`src/rtl/matrix_scan_pkg.sv`:
```
package matrix_scan_pkg;
  typedef enum logic [1:0] {
    PH_IDLE = 2'd0,
    PH_ON   = 2'd1,
    PH_GAP  = 2'd2
  } scan_phase_t;
endpackage

```
`src/rtl/scan_geometry.sv`:
```
module scan_geometry #(
  parameter int ROWS      = 8,
  parameter int BASE_COLS = 8,
  parameter int MODE_W    = 2,
  parameter int COL_W     = 4
) (
  input  logic [MODE_W-1:0] geo,
  output logic [COL_W-1:0]  last_col,
  output logic [ROWS-1:0]   row_mask
);
  // one more column and one fewer row per geometry step
  assign last_col = COL_W'(BASE_COLS - 1) + COL_W'(geo);

  for (genvar r = 0; r < ROWS; r++) begin : g_mask
    assign row_mask[r] = (r < (ROWS - int'(geo)));
  end
endmodule

```
`src/rtl/scan_sequencer.sv`:
```
module scan_sequencer
  import matrix_scan_pkg::*;
#(
  parameter int MODE_W    = 2,
  parameter int COL_W     = 4,
  parameter int ON_TICKS  = 32,
  parameter int GAP_TICKS = 1
) (
  input  logic              clk,
  input  logic              rst_n,
  input  logic              us_tick,
  input  logic              shutdown,
  input  logic [MODE_W-1:0] mode,
  input  logic [COL_W-1:0]  last_col,
  output scan_phase_t       phase_o,
  output logic [COL_W-1:0]  col_o,
  output logic [MODE_W-1:0] geo_o,
  output logic              load_o,
  output logic [COL_W-1:0]  load_col_o,
  output logic [MODE_W-1:0] load_geo_o,
  output logic              start_o
);
  localparam int CNT_MAX = (ON_TICKS > GAP_TICKS) ? ON_TICKS : GAP_TICKS;
  localparam int CNT_W   = $clog2(CNT_MAX + 1);
  localparam logic [CNT_W-1:0] ON_LAST  = CNT_W'(ON_TICKS - 1);
  localparam logic [CNT_W-1:0] GAP_LAST = CNT_W'(GAP_TICKS - 1);

  scan_phase_t       phase_q, phase_d;
  logic [CNT_W-1:0]  cnt_q, cnt_d;
  logic [COL_W-1:0]  col_q, col_d;
  logic [MODE_W-1:0] geo_q, geo_d;
  logic              start_q;
  logic              load, start;

  always_comb begin
    phase_d = phase_q;
    cnt_d   = cnt_q;
    col_d   = col_q;
    geo_d   = geo_q;
    load    = 1'b0;
    start   = 1'b0;
    if (shutdown) begin
      phase_d = PH_IDLE;
      cnt_d   = '0;
      col_d   = '0;
    end else begin
      case (phase_q)
        PH_IDLE: begin
          phase_d = PH_ON;
          cnt_d   = '0;
          col_d   = '0;
          geo_d   = mode;
          load    = 1'b1;
          start   = 1'b1;
        end
        PH_ON: begin
          if (us_tick) begin
            if (cnt_q == ON_LAST) begin
              phase_d = PH_GAP;
              cnt_d   = '0;
            end else begin
              cnt_d = cnt_q + CNT_W'(1);
            end
          end
        end
        PH_GAP: begin
          if (us_tick) begin
            if (cnt_q == GAP_LAST) begin
              phase_d = PH_ON;
              cnt_d   = '0;
              load    = 1'b1;
              if (col_q == last_col) begin
                col_d = '0;
                geo_d = mode;
                start = 1'b1;
              end else begin
                col_d = col_q + COL_W'(1);
              end
            end else begin
              cnt_d = cnt_q + CNT_W'(1);
            end
          end
        end
        default: phase_d = PH_IDLE;
      endcase
    end
  end

  always_ff @(posedge clk or negedge rst_n) begin
    if (!rst_n) begin
      phase_q <= PH_IDLE;
      cnt_q   <= '0;
      col_q   <= '0;
      geo_q   <= '0;
      start_q <= 1'b0;
    end else begin
      phase_q <= phase_d;
      cnt_q   <= cnt_d;
      col_q   <= col_d;
      geo_q   <= geo_d;
      start_q <= start;
    end
  end

  assign phase_o    = phase_q;
  assign col_o      = col_q;
  assign geo_o      = geo_q;
  assign load_o     = load;
  assign load_col_o = col_d;
  assign load_geo_o = geo_d;
  assign start_o    = start_q;
endmodule

```
`src/rtl/scan_row_latch.sv`:
```
module scan_row_latch #(
  parameter int ROWS     = 8,
  parameter int MAX_COLS = 11,
  parameter int COL_W    = 4
) (
  input  logic                     clk,
  input  logic                     rst_n,
  input  logic                     load,
  input  logic [COL_W-1:0]         load_col,
  input  logic [ROWS-1:0]          mask,
  input  logic [MAX_COLS*ROWS-1:0] col_data,
  output logic [ROWS-1:0]          row_q
);
  logic [ROWS-1:0] picked;

  always_comb begin
    picked = '0;
    for (int c = 0; c < MAX_COLS; c++) begin
      if (load_col == COL_W'(c)) picked = col_data[c*ROWS +: ROWS];
    end
  end

  always_ff @(posedge clk or negedge rst_n) begin
    if (!rst_n) begin
      row_q <= '0;
    end else if (load) begin
      row_q <= picked & mask;
    end
  end
endmodule

```
`src/rtl/matrix_scan_timer.sv`:
```
module matrix_scan_timer
  import matrix_scan_pkg::*;
#(
  parameter int ROWS      = 8,
  parameter int BASE_COLS = 8,
  parameter int MODE_W    = 2,
  parameter int ON_TICKS  = 32,
  parameter int GAP_TICKS = 1
) (
  input  logic                                           clk,
  input  logic                                           rst_n,
  input  logic                                           us_tick,
  input  logic                                           shutdown,
  input  logic [MODE_W-1:0]                              mode,
  input  logic [(BASE_COLS+(1<<MODE_W)-1)*ROWS-1:0]      col_data,
  output logic [BASE_COLS+(1<<MODE_W)-2:0]               col_sel,
  output logic [ROWS-1:0]                                row_en,
  output logic                                           frame_start
);
  localparam int MAX_COLS = BASE_COLS + (1 << MODE_W) - 1;
  localparam int COL_W    = $clog2(MAX_COLS);

  scan_phase_t       phase;
  logic [COL_W-1:0]  cur_col, last_col, load_col;
  logic [MODE_W-1:0] frame_geo, load_geo;
  logic [ROWS-1:0]   load_mask, row_q, unused_mask;
  logic              load, start_q, lit;

  scan_sequencer #(
    .MODE_W(MODE_W), .COL_W(COL_W),
    .ON_TICKS(ON_TICKS), .GAP_TICKS(GAP_TICKS)
  ) u_seq (
    .clk(clk), .rst_n(rst_n), .us_tick(us_tick), .shutdown(shutdown),
    .mode(mode), .last_col(last_col),
    .phase_o(phase), .col_o(cur_col), .geo_o(frame_geo),
    .load_o(load), .load_col_o(load_col), .load_geo_o(load_geo),
    .start_o(start_q)
  );

  // geometry of the running frame decides the wrap point
  scan_geometry #(
    .ROWS(ROWS), .BASE_COLS(BASE_COLS), .MODE_W(MODE_W), .COL_W(COL_W)
  ) u_geo_cur (
    .geo(frame_geo), .last_col(last_col), .row_mask(unused_mask)
  );

  // geometry about to take effect decides the mask of the captured column
  logic [COL_W-1:0] unused_last;
  scan_geometry #(
    .ROWS(ROWS), .BASE_COLS(BASE_COLS), .MODE_W(MODE_W), .COL_W(COL_W)
  ) u_geo_next (
    .geo(load_geo), .last_col(unused_last), .row_mask(load_mask)
  );

  scan_row_latch #(
    .ROWS(ROWS), .MAX_COLS(MAX_COLS), .COL_W(COL_W)
  ) u_rows (
    .clk(clk), .rst_n(rst_n), .load(load), .load_col(load_col),
    .mask(load_mask), .col_data(col_data), .row_q(row_q)
  );

  assign lit = (phase == PH_ON) && !shutdown;

  for (genvar c = 0; c < MAX_COLS; c++) begin : g_col
    assign col_sel[c] = lit && (cur_col == COL_W'(c));
  end

  assign row_en      = lit ? row_q : '0;
  assign frame_start = start_q && !shutdown;
endmodule

```
`config.mk`:
```
export PLATFORM = sky130hd
export DESIGN_NAME = matrix_scan_timer
export DESIGN_NICKNAME = d
export VERILOG_FILES = /design/src/rtl/matrix_scan_pkg.sv /design/src/rtl/scan_geometry.sv /design/src/rtl/scan_sequencer.sv /design/src/rtl/scan_row_latch.sv /design/src/rtl/matrix_scan_timer.sv
export SDC_FILE = /design/constraint.sdc
export NUM_CORES = 1
export LEC_CHECK = 0
export BUFFER_PORTS_ARGS = -buffer_cell sky130_fd_sc_hd__buf_4
export CORE_MARGIN = 5
export CORE_UTILIZATION = 52
export DETAILED_ROUTE_END_ITERATION = 8
export PLACE_DENSITY = 0.9
export SETUP_SLACK_MARGIN = 0.05
export SKIP_CTS_REPAIR_TIMING = 1
export SYNTH_ARGS = -nofsm -noshare
export SYNTH_HDL_FRONTEND = slang
export SYNTH_SLANG_ARGS = --single-unit
```
`constraint.sdc`:
```
create_clock -name clk -period 6.8 [get_ports clk]
set_clock_uncertainty 0.05 [all_clocks]
set_input_delay 2.04 -clock clk [delete_from_list [all_inputs] [get_ports clk]]
set_output_delay 2.04 -clock clk [all_outputs]
set_load 0.02 [all_outputs]
```
== Yosys cells after proc, flatten, opt, wreduce, memory -nomap -nowiden ==
Cells that the tools add are included.

* Register bits after elaboration: 23
* ROM bits: 0
* RAM bits: 0
* Memories: 0
* Bits in latches: 0
* Input port bits: 94

* Bitwise operators: 1
* Reduce and logical (&&, ||, !) cells: 21
* Shift-type cells: 0
* $mul: 0
* Mux-type cells: 43
* Add/subtract/negate cells: 4
* Equal/unequal tests: 28
* Div/mod/pow operators: 0
* Order comparisons: 8

{| class="wikitable"
|+ Operators by type and width
! operator !! number
|-
| less-than comparator 4 x 32 -> 1 bit (first input constant) || 4
|-
| two-way mux 8 bit || 12
|-
| less-than comparator 3 x 32 -> 1 bit (first input constant) || 2
|-
| == test 4 x 3 -> 1 bit (second input constant) || 8
|-
| less-than comparator 1 x 32 -> 1 bit (first input constant) || 1
|-
| less-than comparator 2 x 32 -> 1 bit (first input constant) || 1
|-
| two-way mux 6 bit || 5
|-
| == test 4 bit (second input constant) || 6
|-
| two-way mux 2 bit || 9
|-
| case mux 6 bit (3 select lines) || 1
|-
| == test 4 x 2 -> 1 bit (second input constant) || 4
|-
| two-way mux 4 bit || 4
|-
| logical AND 1 bit || 13
|-
| AND 8 bit || 1
|-
| == test 4 x 1 -> 1 bit (second input constant) || 2
|-
| logical NOT 4 bit || 2
|-
| case mux 4 bit (2 select lines) || 1
|-
| two-way mux 1 bit || 7
|-
| adder 6 x 1 -> 6 bit (second input constant) || 1
|-
| == test 6 x 5 -> 1 bit (second input constant) || 1
|-
| logical NOT 6 bit || 1
|-
| != test 3 x 2 -> 1 bit (second input constant) || 2
|-
| != test 3 bit (second input constant) || 2
|-
| case mux 2 bit (3 select lines) || 1
|-
| other kinds (13) || 14
|}

== Depth between registers and ports, before layout ==
Gate-level depths: netlist of the first run.

* Depth in word-level cells: 20
* Mapped depth: 13
* Depth with buffers taken out: 11

== Hierarchy ==
From an unflattened synthesis of the first run, not the netlist that was laid out.

* Cells, all modules: 336
* Area total of the unflattened synthesis: 2,738.9 µm²

{| class="wikitable"
|+ Modules (own cells, without submodules)
! module !! cells an instance !! instances !! sequential area each (µm²) !! area an instance (µm²)
|-
| scan_row_latch || 158 || 1 || 200.2 || 1,256.2
|-
| scan_sequencer || 115 || 1 || 375.4 || 1,057.3
|-
| scan_geometry || 17 || 2 || 0.0 || 118.9
|-
| matrix_scan_timer || 29 || 1 || 0.0 || 187.7
|}

== Least setup slack after synthesis of the first run ==
OpenSTA, ideal clock, no wires.

* Path type: input to output
* From: in shutdown
* To: out col_sel[3]
* Path buffers: 1
* Stages: 4
* Path slack: 1.599 ns
* Data arrival time: 3.111 ns
* Cell sequence: inv_1 > clkbuf_1 > nand2_1 > nor4_1

* Cells in the longest elaborated chain, start to end: 3

{| class="wikitable"
|+ RTL lines
! what !! line !! source
|-
| start: declaration || matrix_scan_timer.sv:13 || <nowiki>input logic shutdown,</nowiki>
|-
| logical NOT 1 bit || matrix_scan_timer.sv:62 || <nowiki>assign lit = (phase == PH_ON) && !shutdown;</nowiki>
|-
| logical AND 1 bit || matrix_scan_timer.sv:62 ||
|-
| logical AND 1 bit || matrix_scan_timer.sv:65 || <nowiki>assign col_sel[c] = lit && (cur_col == COL_W'(c));</nowiki>
|-
| end: declaration || matrix_scan_timer.sv:16 || <nowiki>output logic [BASE_COLS+(1<<MODE_W)-2:0] col_sel,</nowiki>
|}

No other way between the ends.

== Worst setup path after layout of the first run ==
* From: in shutdown
* To: out col_sel[4]

Same word-level chain as after synthesis.

==> results of run 1 <==
## placed cells by master, fill, tap and decap left out, types with 3 or more instances in the layout
master,netlist,final
buf_4,0,114
nand2_1,33,33
dfrtp_1,23,23
nor2_1,22,22
o21ai_0,21,21
and2_1,19,19
inv_1,16,16
a21oi_1,14,14
nand3_1,13,13
o21ai_1,11,11
ha_1,11,11
a31oi_1,9,9
nor2b_1,7,7
nor3_1,7,7
o211ai_1,6,6
and3_1,6,6
o22ai_1,5,5
a22oi_1,5,5
a2bb2oi_1,5,5
a32oi_1,4,4
nand2b_1,4,4
o22a_1,4,4
a2111oi_0,3,3
o31ai_1,3,3
o21a_1,3,3
o2bb2ai_1,3,3
clkbuf_8,0,3
## critical path, cell delays in order
cell and delay, ns:
buf_4 0.20, inv_1 0.33, nand2_1 0.17, nor3b_1 0.35
and2_1 0.18, buf_4 0.14
## cell usage after synthesis, drive strengths merged (3+ instances only)
cell     count  area, um2
clkbuf       3       11.3
o211ai       6       45.0
inv         18       67.6
o21a         3       22.5
nor3         9       55.1
nand2b       4       25.0
nor2b        7       43.8
o31ai        3       22.5
a22oi        5       37.5
dfrtp       23        576
a32oi        4       35.0
o2111ai      3       32.5
a31o         3       26.3
and3         6       37.5
a2bb2oi      5       43.8
o21ai       32        160
a21oi       14       70.1
buf         13       68.8
ha          11        138
nor3b        4       40.0
nor2        24        109
and2        19        119
o22a         4       35.0
nand3       16        103
nand2       35        141
a31oi       11       90.1
o22ai        5       31.3
a2111oi      4       53.8
o2bb2ai      3       26.3
## layer usage
| layer | part of all wire | vias up | global-route usage | routed length (um) |
|---|---|---|---|---|
| met5 | 0 | - | 0 | 0 |
| met2 | 0.47 | 240 | 0.474 | 4620 |
| met4 | 0.024 | 0 | 0.103 | 238 |
| li1 | - | 1542 | - | - |
| met3 | 0.12 | 35 | 0.0727 | 1160 |
| met1 | 0.39 | 1554 | 0.375 | 3800 |
## power breakdown
group / switching, mW / internal [mW] / total [mW]
clock network: 0.0464 / 0.0410 / 0.0874
registers: 0.0268 / 0.173 / 0.200
logic: 0.226 / 0.163 / 0.390
total: 0.299 / 0.377 / 0.677
## logic make-up after synthesis
logic type	share of synthesized area
buf+inv	0.0539
compound gates	0.371
xor+xnor	0.00960
fa+ha+maj	0.0503
simple gates	0.294
mux	0.0114
flops	0.210
## final cells by class
class / count / area [um2] / area share
Inverter: 18 / 67.6 / 0.0185
Timing Repair Buffer: 114 / 856 / 0.235
Sequential cell: 23 / 576 / 0.158
Tap cell: 70 / 87.6 / 0.0240
Clock buffer: 3 / 41.3 / 0.0113
Clock inverter: 1 / 5.00 / 0.00137
Multi-Input combinational cell: 291 / 2020 / 0.552
## final timing paths
check	start	endpoint	slack, ns
worst max-delay path	shutdown	col_sel[4]	1.29
worst min-delay path	u_rows.row_q[5]$_DFFE_PN0P_	u_rows.row_q[5]$_DFFE_PN0P_	0.48
worst max register to register	u_seq.geo_o[0]$_DFF_PN0_	u_rows.row_q[5]$_DFFE_PN0P_	2.60
worst min register to register	u_rows.row_q[5]$_DFFE_PN0P_	u_rows.row_q[5]$_DFFE_PN0P_	0.48
max in group asynchronous	rst_n	u_rows.row_q[7]$_DFFE_PN0P_	4.85
min in group asynchronous	rst_n	u_seq.cnt_q[0]$_DFFE_PN0P_	1.61
## stage by stage
| stage | utilization | area (um2) | setup slack, ns |
|---|---|---|---|
| after floorplan | - | 2740 | 1.60 |
| after global placement | 0.705 | 3600 | 1.44 |
| after detailed placement | 0.705 | 3600 | 1.34 |
| after CTS | 0.714 | 3650 | 1.32 |
| after global routing | 0.714 | 3650 | 1.16 |
| final | 0.714 | 3650 | 1.29 |
## flip-flops by register name, indices dropped and copies added (netlist names)
register / count
u_rows.row_q: 8
u_seq.cnt_q: 6
u_seq.col_o: 4
u_seq.geo_o: 2
u_seq.phase_o: 2
u_seq.start_o: 1
==> results.py, run 1 <==
metrics = {
    "critical_path": {
        "worstPathRequired_ns": 4.71,
        "startpoint_type": "primary input",
        "worstPathArrival_ns": 3.42,
        "rr_worst_depth": 9,
        "critPathCaptureType": "primary output",
        "crit_fanout": 22,
        "path_class": "primary input to primary output",
    },
    "synth": {
        "yosys_warnings": 0,
        "synth_flop_cell": "dfrtp_1",
        "synth_seq_cells": 23,
        "async_flop_share": 1.00,
        "synth-edff-count": 0,
        "syn_nets": 453,
        "syn_inst": 348,
        "synth_cell_types": 83,
        "yosysSeqAreaShare": 0.210,
        "synth_area_mm2": 0.00274,
        "avgSynthCellArea_um2": 7.87,
    },
    "place": {
        "dp.cells": 516,
        "portBuffers": 113,
        "hpwl_um": 7610,
        "place_congestion": 0.953,
    },
    "routing": {
        "drt-wirelength-per-cell_um": 18.9,
        "dr.pass1.iters": 8,
        "via_count": 3371,
        "drt_iter0_markers": 343,
        "ant_nets": 0,
        "routed_via_density": 6.48,
        "drc": 0,
        "routed_wl_um": 9820,
    },
    "timing": {
        "whs_ns": 0.481,
        "worstMarginPinSlew_ns": 1.06,
        "finalSetupTns_ns": 0,
        "final_hold_viol_count": 0,
        "fin_crit_sh": 0.811,
        "setup_viol": 0,
        "clock.fmax_mhz": 181,
        "slew_headroom": 0.290,
        "min_period_ns": 5.51,
        "rsz0062_at_grt": "false",
        "slew_viol_final": 0,
    },
    "global_routing": {
        "antenna_found_initial": 0,
        "grt_use_total": 0.292,
        "grt_remaining_overflow": 0,
        "grt_max_degree": 24,
        "grt_pass1_vias": 3305,
        "grt_pass1_wl_um": 15400,
    },
    "die": {
        "rows": 26,
        "die-area_mm2": 0.00682,
        "ioPinCount": 114,
        "fp.dieH_um": 82.6,
        "floorplan.core_area_mm2": 0.00511,
        "die_x_um": 82.6,
        "start_util": 0.536,
    },
    "clock_tree": {
        "clkLatencyLatePin_ns": 0.27,
        "clk_pin_slew_ns": 0.09,
        "cts.sinks": 23,
        "cts-root-buf": "clkbuf_8",
        "cts_max_path_buffers": 2,
        "cts_tree": "built",
        "h-tree-depth": 1,
        "numCtsBuffers": 3,
    },
    "pwr": {
        "powerDensity_mw_per_mm2": 186,
        "vdd_drop_max_uv": 101,
        "p_total_uw": 677,
        "leakagePower_nw": 1.59,
    },
    "cells_and_area": {
        "area_growth_pct": 33.2,
        "nNetsFinal": 556,
        "drive_gt1_frac": 0.313,
        "num_antenna_cells": 0,
        "n_fill_cell": 414,
        "final_cells": 520,
    },
    "status": {
        "status": "completed",
    },
    "job": {
        "drv_cap": 0,
    },
    "worst_hold_path": {
        "hold_path.class": "flop to flop",
        "hold_depth": 2,
    },
}
Power figures use the tool's default switching activity.
==> run 2, diff against run 1 <==
--- a/config.mk
+++ b/config.mk
@@ -7,9 +7,9 @@
 export LEC_CHECK = 0
 export BUFFER_PORTS_ARGS = -buffer_cell sky130_fd_sc_hd__buf_4
 export CORE_MARGIN = 5
-export CORE_UTILIZATION = 52
+export CORE_UTILIZATION = 49
 export DETAILED_ROUTE_END_ITERATION = 8
-export PLACE_DENSITY = 0.9
+export PLACE_DENSITY = 0.85
 export SETUP_SLACK_MARGIN = 0.05
 export SKIP_CTS_REPAIR_TIMING = 1
 export SYNTH_ARGS = -nofsm -noshare
==> constraint.sdc (replaced) <==
create_clock -name clk -period 5.73 [get_ports clk]
set_clock_uncertainty 0.05 [all_clocks]
set_input_delay 1.719 -clock clk [delete_from_list [all_inputs] [get_ports clk]]
set_output_delay 1.719 -clock clk [all_outputs]
set_load 0.02 [all_outputs]
==> run 2 against run 1 <==
Net effect: setup slack lost 0.45 ns; wire length fell by 2.3%; critical endpoint is now col_sel[7]; sequential power increased by 18%; core utilization down 4.6 points; largest power group unchanged; register-to-register slack worse by 0.48 ns; combinational power increased by 17%.
==> results.py, run 2 (synthesis results as in run 1) <==
metrics = {
    "clock_tree": {
        "numCtsBuffers": 3,
        "cts-root-buf": "clkbuf_8",
        "cts_max_path_buffers": 2,
        "clk_pin_slew_ns": 0.09,
        "cts_tree": "built",
        "h-tree-depth": 1,
        "clkLatencyLatePin_ns": 0.27,
        "cts.sinks": 23,
    },
    "pwr": {
        "p_switching_uw": 350,
        "leakagePower_nw": 1.60,
        "powerDensity_mw_per_mm2": 218,
        "internal_power_uw": 448,
        "clkPwrFrac": 0.131,
        "p_seq_frac": 0.296,
        "vdd_drop_max_uv": 107,
        "pwr-share-comb": 0.573,
        "swShare": 0.439,
    },
    "timing": {
        "worstMarginPinSlew_ns": 0.867,
        "finalSetupTns_ns": 0,
        "slew_viol_final": 0,
        "min_period_ns": 4.89,
        "slew_headroom": 0.419,
        "clock.fmax_mhz": 204,
        "whs_ns": 0.477,
        "setup_viol": 0,
        "worst_slack_ns": 0.837,
        "rsz0062_at_grt": "false",
        "fin_crit_sh": 0.854,
        "final_hold_viol_count": 0,
    },
    "cells_and_area": {
        "top_register": "u_rows.row_q",
        "area_growth_pct": 33.6,
        "n_fill_cell": 481,
        "largest_reg_flops": 8,
        "num_antenna_cells": 0,
        "nNetsFinal": 557,
        "layout_commonest_cell": "buf_4",
        "final_util": 0.668,
        "drive_gt1_frac": 0.315,
        "layout_common_cells": "115 x buf_4, 33 x nand2_1, 23 x dfrtp_1",
    },
    "routing": {
        "drt-wirelength-per-cell_um": 18.3,
        "routed_wl_um": 9590,
        "drt_iter0_markers": 292,
        "dr.pass1.iters": 5,
        "routed_via_density": 6.30,
        "drc": 0,
        "ant_nets": 0,
        "via_count": 3295,
    },
    "die": {
        "rows": 27,
        "ioPinCount": 114,
        "floorplan.core_area_mm2": 0.00547,
        "start_util": 0.500,
        "fp.dieH_um": 84.8,
        "die-area_mm2": 0.00719,
        "die_x_um": 84.8,
    },
    "worst_hold_path": {
        "hold_path.class": "flop to flop",
        "min_from": "u_rows.row_q[5]$_DFFE_PN0P_",
    },
    "global_routing": {
        "antenna_found_initial": 0,
        "grt_pass1_wl_um": 15600,
        "grt_pass1_vias": 3385,
        "grt_remaining_overflow": 0,
        "grt_use_total": 0.261,
        "grt_max_degree": 24,
    },
    "place": {
        "place_congestion": 0.886,
        "portBuffers": 113,
        "dp_slack_ns": 0.888,
        "hpwl_um": 7680,
    },
    "critical_path": {
        "worstPathArrival_ns": 3.12,
        "startpoint": "shutdown",
        "critPathCaptureType": "primary output",
        "worstPathRequired_ns": 3.96,
        "startpoint_type": "primary input",
        "r2r_start": "u_seq.phase_o[0]$_DFFE_PN0P_",
        "crit_fanout": 22,
        "path_class": "primary input to primary output",
    },
    "status": {
        "status": "completed",
    },
    "job": {
        "drv_cap": 0,
    },
}
[run 2: final timing paths]
| check | end | slack [ns] | cells after the start |
|---|---|---|---|
| worst max-delay path | col_sel[7] | 0.84 | 6 |
| worst min-delay path | u_rows.row_q[5]$_DFFE_PN0P_ | 0.48 | 2 |
| worst max register to register | u_rows.row_q[5]$_DFFE_PN0P_ | 2.12 | 9 |
| worst min register to register | u_rows.row_q[5]$_DFFE_PN0P_ | 0.48 | 2 |
| max in group asynchronous | u_seq.col_o[1]$_DFF_PN0_ | 4.11 | 1 |
| min in group asynchronous | u_rows.row_q[6]$_DFFE_PN0P_ | 1.28 | 1 |
[run 2: metal layers]
| metal | global-route usage | wire [um] | up-vias | part of all wire |
|---|---|---|---|---|
| li1 | - | - | 1541 | - |
| met1 | 0.335 | 3930 | 1531 | 0.41 |
| met2 | 0.446 | 4560 | 202 | 0.47 |
| met3 | 0.0589 | 949 | 21 | 0.099 |
| met4 | 0.0590 | 159 | 0 | 0.017 |
| met5 | 0 | 0 | - | 0 |
[run 2: area by class of cell]
type | count | area (um2) | share of cell area
Inverter | 18 | 67.6 | 0.0185
Clock inverter | 1 | 5.00 | 0.00137
Timing Repair Buffer | 115 | 863 | 0.236
Clock buffer | 3 | 41.3 | 0.0113
Multi-Input combinational cell | 291 | 2020 | 0.551
Sequential cell | 23 | 576 | 0.157
Tap cell | 72 | 90.1 | 0.0246
[run 2: metrics by stage]
stage / std cells / total power, mW / area, um2
2_1_floorplan: 348 / 0.536 / 2740
3_3_place_gp: 519 / 0.675 / 3610
3_5_place_dp: 519 / 0.688 / 3610
4_1_cts: 523 / 0.791 / 3660
5_1_grt: 523 / 0.857 / 3660
6_report: 523 / 0.798 / 3660
[run 2: power groups by stage]
stage	clock network [mW]	logic (mW)	registers (mW)
2_1_floorplan	0	0.309	0.227
3_3_place_gp	0	0.436	0.238
3_5_place_dp	0	0.448	0.239
4_1_cts	0.104	0.451	0.236
5_1_grt	0.113	0.503	0.241
6_report	0.105	0.457	0.236
[run 2: worst max-delay path, cell delays in order]
cell     delay (ns)
buf_4          0.20
inv_1          0.30
nand2_1        0.17
nor3b_1        0.38
and2_1         0.20
buf_4          0.14
